--- src/rtl/shchain_pkg.sv ---
package shchain_pkg;

   typedef enum logic [0:0] {
      STAGE_PLAIN   = 1'b0,
      STAGE_OVERLAP = 1'b1
   } stage_kind_e;

   typedef enum logic [0:0] {
      PL_EMIT = 1'b0,
      PL_TAKE = 1'b1
   } plain_phase_e;

   typedef enum logic [0:0] {
      OV_XFER = 1'b0,
      OV_MOVE = 1'b1
   } ovl_phase_e;

   function automatic int unsigned stage_capacity(stage_kind_e kind);
      return (kind == STAGE_OVERLAP) ? 2 : 1;
   endfunction

endpackage

--- src/rtl/shchain_plain_stage.sv ---
module shchain_plain_stage
   import shchain_pkg::*;
#(
   parameter int unsigned WIDTH = 8
)(
   input  logic             clk,
   input  logic             rst_n,
   input  logic             up_valid,
   output logic             up_ready,
   input  logic [WIDTH-1:0] up_data,
   output logic             dn_valid,
   input  logic             dn_ready,
   output logic [WIDTH-1:0] dn_data
);

   plain_phase_e     phase_q;
   logic [WIDTH-1:0] hold_q;
   logic             take_fire;
   logic             emit_fire;

   always_comb begin
      dn_valid  = (phase_q == PL_EMIT);
      up_ready  = (phase_q == PL_TAKE);
      dn_data   = hold_q;
      emit_fire = dn_valid && dn_ready;
      take_fire = up_valid && up_ready;
   end

   always_ff @(posedge clk or negedge rst_n) begin
      if (!rst_n) begin
         phase_q <= PL_EMIT;
         hold_q  <= '0;
      end else begin
         unique case (phase_q)
            PL_EMIT: begin
               if (emit_fire) phase_q <= PL_TAKE;
            end
            PL_TAKE: begin
               if (take_fire) begin
                  hold_q  <= up_data;
                  phase_q <= PL_EMIT;
               end
            end
            default: phase_q <= PL_EMIT;
         endcase
      end
   end

endmodule

--- src/rtl/shchain_overlap_stage.sv ---
module shchain_overlap_stage
   import shchain_pkg::*;
#(
   parameter int unsigned WIDTH      = 8,
   parameter bit          MOVE_CYCLE = 1'b0
)(
   input  logic             clk,
   input  logic             rst_n,
   input  logic             up_valid,
   output logic             up_ready,
   input  logic [WIDTH-1:0] up_data,
   output logic             dn_valid,
   input  logic             dn_ready,
   output logic [WIDTH-1:0] dn_data
);

   logic [WIDTH-1:0] in_reg_q;
   logic [WIDTH-1:0] out_reg_q;
   logic             took_q;
   logic             gave_q;
   logic             xfer_open;
   logic             take_fire;
   logic             give_fire;
   logic             take_done;
   logic             give_done;
   logic             both_done;

   always_comb begin
      up_ready  = xfer_open && !took_q;
      dn_valid  = xfer_open && !gave_q;
      dn_data   = out_reg_q;
      take_fire = up_valid && up_ready;
      give_fire = dn_valid && dn_ready;
      take_done = took_q || take_fire;
      give_done = gave_q || give_fire;
      both_done = take_done && give_done;
   end

   generate
      if (MOVE_CYCLE) begin : g_two_step
         ovl_phase_e phase_q;

         assign xfer_open = (phase_q == OV_XFER);

         always_ff @(posedge clk or negedge rst_n) begin
            if (!rst_n) begin
               phase_q   <= OV_XFER;
               in_reg_q  <= '0;
               out_reg_q <= '0;
               took_q    <= 1'b0;
               gave_q    <= 1'b0;
            end else begin
               unique case (phase_q)
                  OV_XFER: begin
                     if (take_fire) in_reg_q <= up_data;
                     if (both_done) begin
                        phase_q <= OV_MOVE;
                        took_q  <= 1'b0;
                        gave_q  <= 1'b0;
                     end else begin
                        took_q <= take_done;
                        gave_q <= give_done;
                     end
                  end
                  OV_MOVE: begin
                     out_reg_q <= in_reg_q;
                     phase_q   <= OV_XFER;
                  end
                  default: phase_q <= OV_XFER;
               endcase
            end
         end
      end else begin : g_fused
         assign xfer_open = 1'b1;

         always_ff @(posedge clk or negedge rst_n) begin
            if (!rst_n) begin
               in_reg_q  <= '0;
               out_reg_q <= '0;
               took_q    <= 1'b0;
               gave_q    <= 1'b0;
            end else begin
               if (take_fire) in_reg_q <= up_data;
               if (both_done) begin
                  out_reg_q <= take_fire ? up_data : in_reg_q;
                  took_q    <= 1'b0;
                  gave_q    <= 1'b0;
               end else begin
                  took_q <= take_done;
                  gave_q <= give_done;
               end
            end
         end
      end
   endgenerate

endmodule

--- src/rtl/elastic_shift_chain.sv ---
module elastic_shift_chain
   import shchain_pkg::*;
#(
   parameter int unsigned WIDTH      = 8,
   parameter int unsigned DEPTH      = 8,
   parameter stage_kind_e STAGE_KIND = STAGE_OVERLAP,
   parameter bit          MOVE_CYCLE = 1'b0
)(
   input  logic             clk,
   input  logic             rst_n,
   input  logic             in_valid,
   output logic             in_ready,
   input  logic [WIDTH-1:0] in_data,
   output logic             out_valid,
   input  logic             out_ready,
   output logic [WIDTH-1:0] out_data
);

   localparam int unsigned LINKS = DEPTH + 1;

   generate
      if (WIDTH < 1) begin : g_bad_width
         $error("elastic_shift_chain: WIDTH must be at least 1");
      end
      if (DEPTH < 1) begin : g_bad_depth
         $error("elastic_shift_chain: DEPTH must be at least 1");
      end
      if (MOVE_CYCLE && (STAGE_KIND != STAGE_OVERLAP)) begin : g_bad_move
         $error("elastic_shift_chain: MOVE_CYCLE applies to overlapped stages only");
      end
   endgenerate

   logic [LINKS-1:0] lnk_valid;
   logic [LINKS-1:0] lnk_ready;
   logic [WIDTH-1:0] lnk_data [LINKS];

   assign lnk_valid[0]     = in_valid;
   assign lnk_data[0]      = in_data;
   assign in_ready         = lnk_ready[0];
   assign out_valid        = lnk_valid[DEPTH];
   assign out_data         = lnk_data[DEPTH];
   assign lnk_ready[DEPTH] = out_ready;

   generate
      for (genvar s = 0; s < DEPTH; s++) begin : g_stage
         if (STAGE_KIND == STAGE_OVERLAP) begin : g_ovl
            shchain_overlap_stage #(
               .WIDTH      (WIDTH),
               .MOVE_CYCLE (MOVE_CYCLE)
            ) u_stage (
               .clk      (clk),
               .rst_n    (rst_n),
               .up_valid (lnk_valid[s]),
               .up_ready (lnk_ready[s]),
               .up_data  (lnk_data[s]),
               .dn_valid (lnk_valid[s+1]),
               .dn_ready (lnk_ready[s+1]),
               .dn_data  (lnk_data[s+1])
            );
         end else begin : g_pln
            shchain_plain_stage #(
               .WIDTH (WIDTH)
            ) u_stage (
               .clk      (clk),
               .rst_n    (rst_n),
               .up_valid (lnk_valid[s]),
               .up_ready (lnk_ready[s]),
               .up_data  (lnk_data[s]),
               .dn_valid (lnk_valid[s+1]),
               .dn_ready (lnk_ready[s+1]),
               .dn_data  (lnk_data[s+1])
            );
         end
      end
   endgenerate

endmodule

--- config.mk ---
export PLATFORM = sky130hd
export DESIGN_NAME = elastic_shift_chain
export DESIGN_NICKNAME = d
export VERILOG_FILES = /design/src/rtl/shchain_pkg.sv /design/src/rtl/shchain_plain_stage.sv /design/src/rtl/shchain_overlap_stage.sv /design/src/rtl/elastic_shift_chain.sv
export SDC_FILE = /design/constraint.sdc
export NUM_CORES = 1
export LEC_CHECK = 0
export BUFFER_PORTS_ARGS = -buffer_cell sky130_fd_sc_hd__buf_2
export CORE_ASPECT_RATIO = 1.4
export CORE_UTILIZATION = 51
export CTS_BUF_LIST = sky130_fd_sc_hd__clkbuf_2 sky130_fd_sc_hd__clkbuf_4 sky130_fd_sc_hd__clkbuf_8
export DETAILED_ROUTE_END_ITERATION = 8
export PLACE_DENSITY = 0.7
export SETUP_SLACK_MARGIN = 0.4
export SYNTH_ARGS = -nofsm -noshare
export SYNTH_HDL_FRONTEND = slang
export SYNTH_HIERARCHICAL = 1
export SYNTH_SLANG_ARGS = --single-unit
--- constraint.sdc ---
create_clock -name clk -period 1.4 [get_ports clk]
set_clock_uncertainty 0.2 [all_clocks]
set_input_delay 0.07 -clock clk [delete_from_list [all_inputs] [get_ports clk]]
set_output_delay 0.07 -clock clk [all_outputs]
set_load 0.05 [all_outputs]
# Word-level counts from Yosys, hierarchy flattened
# Cells that the tools add are included.
# totals
register_bits,144
latch_bits,0
mem_bits_rw,0
romBits,0
in_bits,12
output_inout_bits,10
wordCells,105
memories,0
# op_classes
add_sub_neg,0
mul,0
div_mod_pow,0
magnitude_cmp,0
n_eq_ne,0
shift,0
muxes,24
n_bitwise,0
reduce_logical,49
# op_table
op,n
$mux W8,8
$logic_and A1 B1 Y1,17
$logic_not A1 Y1,16
$logic_or A1 B1 Y1,16
$mux W1,16

# Logic depth before layout (Yosys ltp)
# Gate-level depths: netlist of the first run.
# logic_depth
depth_word,5
depth_mapped,5

# Modules after synthesis
# The synthesis of the first run kept the hierarchy.
# by_module_without_submodules
mod,instances,cells_per_inst,area_per_inst_um2,seq_area_each_um2
shchain_overlap_stage,8,52,844.6,450.4

# Least setup slack after synthesis of the first run
# No wires, ideal clock.
# synth_timing
path_kind,register to register
from,register g_stage[1].g_ovl.u_stage.took_q
to,register g_stage[0].g_ovl.u_stage.out_reg_q[0]
setup_time_ns,0.125
arrival_time_ns,1.186
required_ns,1.075
setup_slack_ns,-0.111
stages_incl_launch_ff,6
path_buffers,2
period_less_slack_ns,1.511
path_cell_list,dfrtp_1 > buf_6 > inv_1 > o22a_2 > buf_6 > mux2_4
# synth_between
elab_chain_cells,4
# synth_lines
element,line_no,rtl
"start, declared",shchain_overlap_stage.sv:19,logic took_q;
"start signal, assigned",shchain_overlap_stage.sv:89,took_q <= take_done;
$logic_not A1 Y1,shchain_overlap_stage.sv:29,up_ready = xfer_open && !took_q;
named net lnk_ready[1],elastic_shift_chain.sv:34,logic [LINKS-1:0] lnk_ready;
$logic_and A1 B1 Y1,shchain_overlap_stage.sv:33,give_fire = dn_valid && dn_ready;
$logic_or A1 B1 Y1,shchain_overlap_stage.sv:35,give_done = gave_q || give_fire;
$logic_and A1 B1 Y1,shchain_overlap_stage.sv:36,both_done = take_done && give_done;
"end signal, assigned",shchain_overlap_stage.sv:85,out_reg_q <= take_fire ? up_data : in_reg_q;
"end, declared",shchain_overlap_stage.sv:18,logic [WIDTH-1:0] out_reg_q;
# The timed path passes the listed nets, and every way through them passes these cells.
# A chain may end at the register's enable or synchronous reset.

# Worst setup path in the final report of the first run
# layout_timing
from,register g_stage[0].g_ovl.u_stage.took_q
to,register g_stage[0].g_ovl.u_stage.out_reg_q[1]
# layout_between
elab_chain_cells,4
elab_cells_between_ends,5
classes_between,mux (1); reduce/logical (4)
# layout_lines
element,line_no,rtl
"start, declared",shchain_overlap_stage.sv:19,
"start signal, assigned",shchain_overlap_stage.sv:89,
$logic_not A1 Y1,shchain_overlap_stage.sv:29,
$logic_and A1 B1 Y1,shchain_overlap_stage.sv:32,take_fire = up_valid && up_ready;
$logic_or A1 B1 Y1,shchain_overlap_stage.sv:34,take_done = took_q || take_fire;
$logic_and A1 B1 Y1,shchain_overlap_stage.sv:36,
# Parallel ways exist; a longest one is shown, timed or not.

==> results of run 1 <==
-- worst max-delay path, stage by stage, from the launching register on --
cell and delay (ns):
dfrtp_1 0.40, buf_4 0.15, o22a_4 0.24, buf_12 0.14
mux2_4 0.30
-- routing by layer --
metal | track usage (%) | vias to the layer above | part of all wire [%]
met2 | 37.1 | 45 | 60
met4 | 7.51 | 0 | 1.8
met3 | 4.75 | 17 | 2.1
li1 | - | 1702 | -
met1 | 19.1 | 1931 | 37
met5 | 0 | - | 0
-- cell families (layout without fill, tap and decap cells) --
kind of cell,after synthesis,in the layout,synth area share (%)
mux,192,192,38.7
simple gates,24,24,1.78
flops,144,144,53.3
compound gates,16,16,2.07
buf+inv,40,170,4.15
-- final timing paths --
kind / endpoint / slack (ns) / startpoint / depth (start not counted)
max: g_stage[0].g_ovl.u_stage/dn_data[1]$_DFFE_PN0P_ / -0.14 / g_stage[0].g_ovl.u_stage/took_q$_DFF_PN0_ / 4
max reg2reg: g_stage[0].g_ovl.u_stage/dn_data[1]$_DFFE_PN0P_ / -0.14 / g_stage[0].g_ovl.u_stage/took_q$_DFF_PN0_ / 4
min: g_stage[7].g_ovl.u_stage/dn_data[2]$_DFFE_PN0P_ / -0.14 / rst_n / 2
max in group asynchronous: g_stage[4].g_ovl.u_stage/dn_data[6]$_DFFE_PN0P_ / 0.58 / rst_n / 3
min reg2reg: g_stage[0].g_ovl.u_stage/in_reg_q[4]$_DFF_PN0_ / 0.31 / g_stage[0].g_ovl.u_stage/in_reg_q[4]$_DFF_PN0_ / 1
min in group clk: g_stage[0].g_ovl.u_stage/in_reg_q[4]$_DFF_PN0_ / 0.22 / in_data[4] / 3
-- flip-flops by register name, summed over array words and instances, names as in the netlist --
signal	flops
g_stage.g_ovl.u_stage/took_q	8
g_stage.g_ovl.u_stage/in_reg_q	64
g_stage.g_ovl.u_stage/gave_q	8
g_stage.g_ovl.u_stage/dn_data	64
-- metrics by stage --
step	setup TNS [ns]	utilization [%]	cell area, µm²
2_1_floorplan	-5.36	-	6810
3_3_place_gp	-9.22	57.2	7370
3_5_place_dp	-10.88	57.2	7370
4_1_cts	-6.57	67.3	8660
5_1_grt	-11.47	69.0	8880
6_report	-7.37	69.0	8880
-- final cells by class --
type | count | area, µm² | area share [%]
flip-flops and latches | 144 | 3610 | 40.7
multi-input cells | 232 | 3300 | 37.2
repair buffers | 122 | 1280 | 14.4
clock buffers | 18 | 248 | 2.79
well taps | 153 | 191 | 2.16
clock inverters | 14 | 181 | 2.04
inverters | 16 | 66.3 | 0.747
-- Yosys cell counts --
library cell  number
o22a_2             8
buf_6             16
o21a_1             8
nor3_1             8
nor2_1             8
mux2_2            72
buf_2              8
mux2_4           120
nand2b_1           8
dfrtp_1          144
inv_1             16
-- layout by cell type, fill, tap and decap left out, types with 3 or more instances in the layout --
cell,n
buf_12,7
buf_2,10
buf_4,28
buf_6,59
buf_8,7
bufinv_16,3
clkbuf_8,18
clkinv_4,5
dfrtp_1,137
dfrtp_2,7
dlygate4sd3_1,11
inv_2,14
inv_6,4
mux2_2,13
mux2_4,179
nand2b_4,8
nor2_2,4
nor3_4,6
o21a_1,8
o22a_4,6
-- timing repair --
| item | CTS | global route |
|---|---|---|
| hold endpoints to repair | 172 | 21 |
| setup endpoints to repair | 154 | 154 |
| pin swaps | 13 | 12 |
| resized for setup | 168 | 25 |
| buffers inserted | 18 | 14 |
-- power groups by stage --
stage	logic [µW]	registers (µW)	clock network, µW
after detailed placement	6230	6830	0
after global routing	8500	7100	3720
final	8050	6910	3480
after floorplan	4840	6890	0
after global placement	6060	6730	0
after CTS	7750	6880	3570
==> flow_summary_export.csv, run 1 <==
group,metric,value,unit
setup_path,critPathArrivalTime,1.67,ns
floorplanning,rows,49,
synthesis,syn_avg_cell_area,16.2,µm²
sta,rsz0062_at_grt,"true",
setup_path,required,1.53,ns
min_path,hp-class,"input port to asynchronous set/reset pin",
setup_path,start_kind,"flip-flop",
synthesis,synth.area.top_cells,"dfrtp_1, mux2_4, mux2_2, buf_6, o22a_2",
cts,clk_latency,0.44,ns
detailed_routing,drt_wl_total,12100,µm
sta,hold_ws,-0.142,ns
power_and_ir_drop,combPwrFrac,43.6,%
setup_path,worst-setup-path-type,"flip-flop to flip-flop",
setup_path,endpoint_kind,"flip-flop",
placed_design,gp_congestion,0.699,
synthesis,syn_inst,416,
sta,finalCritPeriodShare,110,%
sta,finalHoldViolations,21,
floorplanning,io_pins,22,
synthesis,synth.distinct_cells,11,
layout,antenna_cells,0,
sta,finalMaxSlewViolations,0,
grt,globalRouteTotalUtil,19.2,%
floorplanning,die_x,99.3,µm
synthesis,synth_top_area_share,53.3,%
synthesis,synth_nets,428,
detailed_routing,drc_errors,0,
grt,grt-ovfl-total,0,
detailed_routing,initialDrtViolationCount,79,
layout,fillCellCount,837,
placed_design,place_ws,-0.199,ns
grt,grt_max_degree,48,
layout,area_delta_synth_final,31.4,%
power_and_ir_drop,p_leak,0.00427,µW
grt,grt_pass1_wl,20300,µm
power_and_ir_drop,powerDensity,2080,nW/µm²
cts,cts_tree,"yes",
power_and_ir_drop,seqPwrFrac,37.5,%
power_and_ir_drop,peakVddDrop,1040,µV
layout,layoutNonFillerInstCount,699,
cts,root_buffer,"clkbuf_8",
power_and_ir_drop,power.total,18400,µW
status,status,"complete, but fails checks",
synthesis,ys_ff_latch,144,
setup_path,path_max_fanout,8,
floorplanning,initial_utilization,52.5,%
detailed_routing,drtAntennaViolNets,0,
synthesis,synth_seq_area_share,53.3,%
cts,ctsLongestPathBuffers,2,
sta,setup_viol_count_final,107,
synthesis,syn_area,6760,µm²
layout,nNetsFinal,545,
detailed_routing,vias,3695,
run,cap_violations,0,
synthesis,synth_top_area_cell,"dfrtp_1",
status,failed_checks,"negative hold slack, negative setup slack",
power_and_ir_drop,internal-power,13100,µW
layout,drive_gt1_share,71.1,%
detailed_routing,first_pass_iters,4,
cts,h-tree-depth,4,
floorplanning,die_area,13700,µm²
sta,max_slew.worst_pin.slew,0.321,ns
cts,clk_pin_slew,0.08,ns
detailed_routing,avgViaCountPerCell,5.29,
placed_design,hpwl,7580,µm
grt,antenna_found_initial,0,
placed_design,port-buffer-count,21,
cts,hold_buffers,11,
cts,cts_sinks,144,
sta,fmax,649,MHz
cts,cts_buffers,17,
power_and_ir_drop,power_frac_clock,18.9,%
sta,finalWorstSetupSlack,-0.141,ns
grt,grt_pass1_vias,4219,
floorplanning,die_y,138,µm
detailed_routing,avgRoutedWirePerCell,17.3,µm
floorplanning,core_area,12900,µm²
power_and_ir_drop,switchingPower,5370,µW
sta,min_period,1.54,ns
sta,slew_headroom,78.5,%
power_and_ir_drop,power.share.switching,29.1,%
placed_design,placedCellCount,624,
synthesis,yosys_warnings,6,
(Power assumes the default switching activity.)
==> inputs of run 2 (changes only) <==
--- a/config.mk
+++ b/config.mk
@@ -10,8 +10,9 @@
 export CORE_UTILIZATION = 51
 export CTS_BUF_LIST = sky130_fd_sc_hd__clkbuf_2 sky130_fd_sc_hd__clkbuf_4 sky130_fd_sc_hd__clkbuf_8
 export DETAILED_ROUTE_END_ITERATION = 8
-export PLACE_DENSITY = 0.7
+export PLACE_DENSITY = 0.67
 export SETUP_SLACK_MARGIN = 0.4
+export SKIP_CTS_REPAIR_TIMING = 1
 export SYNTH_ARGS = -nofsm -noshare
 export SYNTH_HDL_FRONTEND = slang
 export SYNTH_HIERARCHICAL = 1
==> constraint.sdc (replaced) <==
create_clock -name clk -period 1.9 [get_ports clk]
set_clock_uncertainty 0.2 [all_clocks]
set_input_delay 0.095 -clock clk [delete_from_list [all_inputs] [get_ports clk]]
set_output_delay 0.095 -clock clk [all_outputs]
set_load 0.05 [all_outputs]
==> flow_summary_export.csv, run 2 (same netlist as run 1, synthesis figures left out) <==
group,metric,value,unit
layout,utilization,60.5,%
placed_design,port-buffer-count,21,
cts,h-tree-depth,4,
min_path,hp-class,"input port to asynchronous set/reset pin",
floorplanning,die_area,13700,µm²
power_and_ir_drop,powerDensity,1550,nW/µm²
floorplanning,die_x,99.3,µm
status,status,"complete, but fails checks",
layout,multi_input_area,2950,µm²
cts,clk_latency,0.44,ns
placed_design,gp_congestion,0.692,
layout,regArea,3610,µm²
cts,cts_buffers,17,
grt,globalRouteTotalUtil,16.2,%
grt,grt-ovfl-total,0,
placed_design,hpwl,7030,µm
sta,finalCritPeriodShare,80.4,%
setup_path,path_cells,"buf_6 > o22a_4 > mux2_4",
power_and_ir_drop,power.share.switching,28.2,%
sta,rsz0062_at_grt,"true",
setup_path,r2r_slack,0.37,ns
layout,layout_common_cells,"dfrtp_1, mux2_4, mux2_2",
sta,fmax,655,MHz
setup_path,required,2.02,ns
sta,slew_headroom,69.5,%
setup_path,worstReg2RegEnd,"g_stage[5].g_ovl.u_stage/dn_data[5]$_DFFE_PN0P_",
setup_path,path_max_fanout,8,
layout,antenna_cells,0,
detailed_routing,avgRoutedWirePerCell,16.3,µm
setup_path,critPathArrivalTime,1.65,ns
setup_path,endpoint_kind,"flip-flop",
floorplanning,initial_utilization,52.5,%
setup_path,crit_buf_inv,1,
setup_path,crit_family,"flip-flops",
setup_path,ff2ff_path_depth,3,
floorplanning,core_area,12900,µm²
sta,final.setup.tns,0,ns
grt,grt_pass1_wl,16800,µm
grt,grt_max_degree,46,
layout,final_common_cell,"dfrtp_1",
sta,max_slew.worst_pin.slew,0.458,ns
cts,cts_sinks,144,
layout,drive_gt1_share,63.4,%
detailed_routing,avgViaCountPerCell,5.25,
status,failed_checks,"negative hold slack",
grt,antenna_found_initial,0,
sta,setup_viol_count_final,0,
detailed_routing,first_pass_iters,4,
run,cap_violations,0,
grt,grt_pass1_vias,3423,
detailed_routing,drc_errors,0,
sta,min_period,1.53,ns
detailed_routing,drt_wl_total,10400,µm
power_and_ir_drop,internal-power,8650,µW
layout,fillCellCount,972,
power_and_ir_drop,combPwrFrac,36.6,%
cts,root_buffer,"clkbuf_8",
cts,clk_pin_slew,0.08,ns
setup_path,r2r_start,"g_stage[5].g_ovl.u_stage/took_q$_DFF_PN0_",
floorplanning,die_y,138,µm
power_and_ir_drop,switchingPower,3390,µW
sta,finalMaxSlewViolations,0,
detailed_routing,drtAntennaViolNets,0,
detailed_routing,vias,3345,
power_and_ir_drop,p_leak,0.00359,µW
power_and_ir_drop,peakVddDrop,612,µV
cts,ctsLongestPathBuffers,2,
cts,cts_tree,"yes",
floorplanning,rows,49,
floorplanning,io_pins,22,
setup_path,max_stage_delay,0.46,ns
setup_path,start_kind,"flip-flop",
detailed_routing,initialDrtViolationCount,69,
sta,hold_ws,-0.0508,ns
layout,nNetsFinal,483,
power_and_ir_drop,power_frac_clock,21.9,%
sta,finalHoldViolations,42,
setup_path,worst-setup-path-type,"flip-flop to flip-flop",
setup_path,crit_slowest_cell,"dfrtp_2",
layout,area_delta_synth_final,15.3,%
power_and_ir_drop,seqPwrFrac,41.5,%
## run 2: final cells by class
| cell class | instances | area share (%) |
|---|---|---|
| well taps | 153 | 2.46 |
| flip-flops and latches | 144 | 46.4 |
| clock inverters | 11 | 2.06 |
| multi-input cells | 232 | 37.9 |
| clock buffers | 21 | 3.63 |
| repair buffers | 60 | 6.73 |
| inverters | 16 | 0.803 |
## run 2: worst max-delay path by stage
stage | start | to | depth (start not counted)
after floorplan | g_stage[1].g_ovl.u_stage/took_q$_DFF_PN0_ | g_stage[0].g_ovl.u_stage/dn_data[0]$_DFFE_PN0P_ | 5
after global placement | g_stage[4].g_ovl.u_stage/took_q$_DFF_PN0_ | g_stage[4].g_ovl.u_stage/in_reg_q[6]$_DFF_PN0_ | 2
after detailed placement | g_stage[4].g_ovl.u_stage/took_q$_DFF_PN0_ | g_stage[4].g_ovl.u_stage/in_reg_q[4]$_DFF_PN0_ | 2
after CTS | g_stage[4].g_ovl.u_stage/took_q$_DFF_PN0_ | g_stage[4].g_ovl.u_stage/in_reg_q[3]$_DFF_PN0_ | 2
after global routing | g_stage[5].g_ovl.u_stage/took_q$_DFF_PN0_ | g_stage[5].g_ovl.u_stage/dn_data[5]$_DFFE_PN0P_ | 3
final | g_stage[5].g_ovl.u_stage/took_q$_DFF_PN0_ | g_stage[5].g_ovl.u_stage/dn_data[5]$_DFFE_PN0P_ | 3
## run 2: metal layers
metal / share of wire (%) / global-route usage, % / up-vias
met5: 0 / 0 / -
met4: 2.0 / 8.36 / 0
met3: 2.2 / 4.25 / 14
met2: 60 / 31.0 / 45
met1: 36 / 15.5 / 1709
li1: - / - / 1577
## run 2: power groups by stage
| stage | combinational [µW] | sequential (µW) | clock, µW |
|---|---|---|---|
| after floorplan | 3500 | 5080 | 0 |
| after global placement | 4050 | 4990 | 0 |
| after detailed placement | 4140 | 5060 | 0 |
| after CTS | 4150 | 5010 | 2730 |
| after global routing | 4690 | 5160 | 2860 |
| final | 4400 | 5000 | 2640 |
## run 2: per-stage QoR
step	hold slack [ns]	cell area [µm²]	setup slack, ns	power, µW	instances
after floorplan	-0.401	6760	0.404	8570	416
after global placement	-0.145	6960	0.227	9030	577
after detailed placement	-0.137	6960	0.218	9200	577
after CTS	-0.634	7400	0.193	11900	609
after global routing	-0.0366	7790	0.338	12700	637
final	-0.0508	7790	0.373	12000	637
==> inputs of run 3 (changes only) <==
==> constraint.sdc (replaced) <==
create_clock -name clk -period 1.6 [get_ports clk]
set_clock_uncertainty 0.2 [all_clocks]
set_input_delay 0.08 -clock clk [delete_from_list [all_inputs] [get_ports clk]]
set_output_delay 0.08 -clock clk [all_outputs]
set_load 0.05 [all_outputs]
==> flow_summary_export.csv, run 3 (same netlist as run 1, synthesis figures left out) <==
group,metric,value,unit
setup_path,critPathArrivalTime,1.64,ns
setup_path,crit_path_start,"g_stage[4].g_ovl.u_stage/took_q$_DFF_PN0_",
cts,cts_buffers,17,
min_path,hp-class,"input port to asynchronous set/reset pin",
setup_path,worstReg2RegEnd,"g_stage[4].g_ovl.u_stage/dn_data[5]$_DFFE_PN0P_",
sta,hold_ws,-0.615,ns
setup_path,r2r_start,"g_stage[4].g_ovl.u_stage/took_q$_DFF_PN0_",
sta,finalMaxSlewViolations,0,
grt,grt_pass1_vias,3742,
detailed_routing,vias,3443,
setup_path,worst-setup-path-type,"flip-flop to flip-flop",
grt,grt_pass1_wl,17800,µm
placed_design,hpwl,7540,µm
setup_path,ff2ff_path_depth,3,
layout,area_delta_synth_final,22.4,%
detailed_routing,drt_wl_total,11100,µm
layout,regArea,3610,µm²
layout,fillCellCount,916,
power_and_ir_drop,powerDensity,1850,nW/µm²
floorplanning,rows,49,
layout,multi_input_area,3140,µm²
grt,grt_max_degree,47,
sta,max_slew.worst_pin.slew,0.459,ns
cts,clk_latency,0.43,ns
floorplanning,io_pins,22,
power_and_ir_drop,p_leak,0.00393,µW
floorplanning,die_area,13700,µm²
status,failed_checks,"negative hold slack",
setup_path,path_max_fanout,9,
setup_path,start_kind,"flip-flop",
status,status,"complete, but fails checks",
floorplanning,initial_utilization,52.5,%
layout,layout_common_cells,"mux2_4, dfrtp_1, buf_6",
placed_design,port-buffer-count,21,
layout,nNetsFinal,505,
cts,ctsLongestPathBuffers,2,
placed_design,place_area,7140,µm²
layout,final_common_cell,"mux2_4",
sta,finalHoldViolations,144,
floorplanning,die_y,138,µm
setup_path,required,1.71,ns
placed_design,gp_congestion,0.692,
cts,clk_pin_slew,0.08,ns
sta,setup_viol_count_final,0,
sta,min_period,1.53,ns
sta,fmax,655,MHz
cts,h-tree-depth,4,
sta,finalCritPeriodShare,95.4,%
setup_path,r2r_slack,0.07,ns
layout,stdcell_area,8270,µm²
setup_path,endpoint,"g_stage[4].g_ovl.u_stage/dn_data[5]$_DFFE_PN0P_",
grt,grt-ovfl-total,0,
detailed_routing,avgViaCountPerCell,5.24,
floorplanning,core_area,12900,µm²
grt,antenna_found_initial,0,
grt,globalRouteTotalUtil,16.9,%
cts,root_buffer,"clkbuf_8",
detailed_routing,avgRoutedWirePerCell,16.9,µm
sta,rsz0062_at_grt,"true",
sta,slew_headroom,69.4,%
detailed_routing,initialDrtViolationCount,72,
detailed_routing,drc_errors,0,
power_and_ir_drop,peakVddDrop,709,µV
detailed_routing,first_pass_iters,4,
detailed_routing,drtAntennaViolNets,0,
sta,final.setup.tns,0,ns
setup_path,endpoint_kind,"flip-flop",
run,cap_violations,0,
floorplanning,die_x,99.3,µm
layout,antenna_cells,0,
layout,drive_gt1_share,66.1,%
cts,cts_sinks,144,
cts,cts_tree,"yes",
[run 3: cell count changes in the layout (fill, tap and decap cells not counted), sizes merged]
| cell | change |
|---|---|
| buf | +23 |
| clkinv | -3 |
| dlygate4sd3 | -1 |
| inv | +1 |
[run 3: metal layers]
layer  global-route usage [%]  vias to the layer above  wire, µm
met1                     16.4                     1794      4220
met3                     5.01                        7       201
met5                        0                        -         0
met2                     32.8                       30      6580
li1                         -                     1612         -
met4                     5.80                        0        85
[run 3: worst min path at each step]
stage,from,endpoint,cells after the start
after CTS,rst_n,g_stage[7].g_ovl.u_stage/dn_data[3]$_DFFE_PN0P_,1
final,rst_n,g_stage[7].g_ovl.u_stage/dn_data[3]$_DFFE_PN0P_,1
after detailed placement,rst_n,g_stage[7].g_ovl.u_stage/dn_data[3]$_DFFE_PN0P_,1
after global placement,rst_n,g_stage[7].g_ovl.u_stage/dn_data[3]$_DFFE_PN0P_,1
after floorplan,rst_n,g_stage[0].g_ovl.u_stage/dn_data[0]$_DFFE_PN0P_,0
after global routing,rst_n,g_stage[6].g_ovl.u_stage/dn_data[2]$_DFFE_PN0P_,1
[run 3: critical path: stages, from the launching register on]
cell and delay (ns):
dfrtp_2 0.48, buf_4 0.19, mux2_4 0.30, mux2_4 0.25
[run 3: through the flow]
step | utilization [%] | hold slack (ns) | power (µW) | worst slack [ns] | cells
2_1_floorplan | - | -0.416 | 10300 | 0.104 | 416
3_3_place_gp | 55.5 | -0.158 | 11000 | -0.0158 | 600
3_5_place_dp | 55.5 | -0.153 | 11200 | -0.0634 | 600
4_1_cts | 58.9 | -0.634 | 14400 | -0.0828 | 630
5_1_grt | 64.2 | -0.626 | 16100 | 0.0368 | 657
6_report | 64.2 | -0.615 | 15300 | 0.0741 | 657
[run 3: final cells by class]
class	instances	area share, %
Tap cell	153	2.32
Multi-Input combinational cell	232	38.0
Inverter	16	0.757
Sequential cell	144	43.7
Clock inverter	9	1.91
Timing Repair Buffer	82	9.97
Clock buffer	21	3.34
[run 3: power breakdown]
part / internal [µW] / switching (µW)
clock network: 1810 / 1290
registers: 5020 / 1050
logic: 4190 / 1960
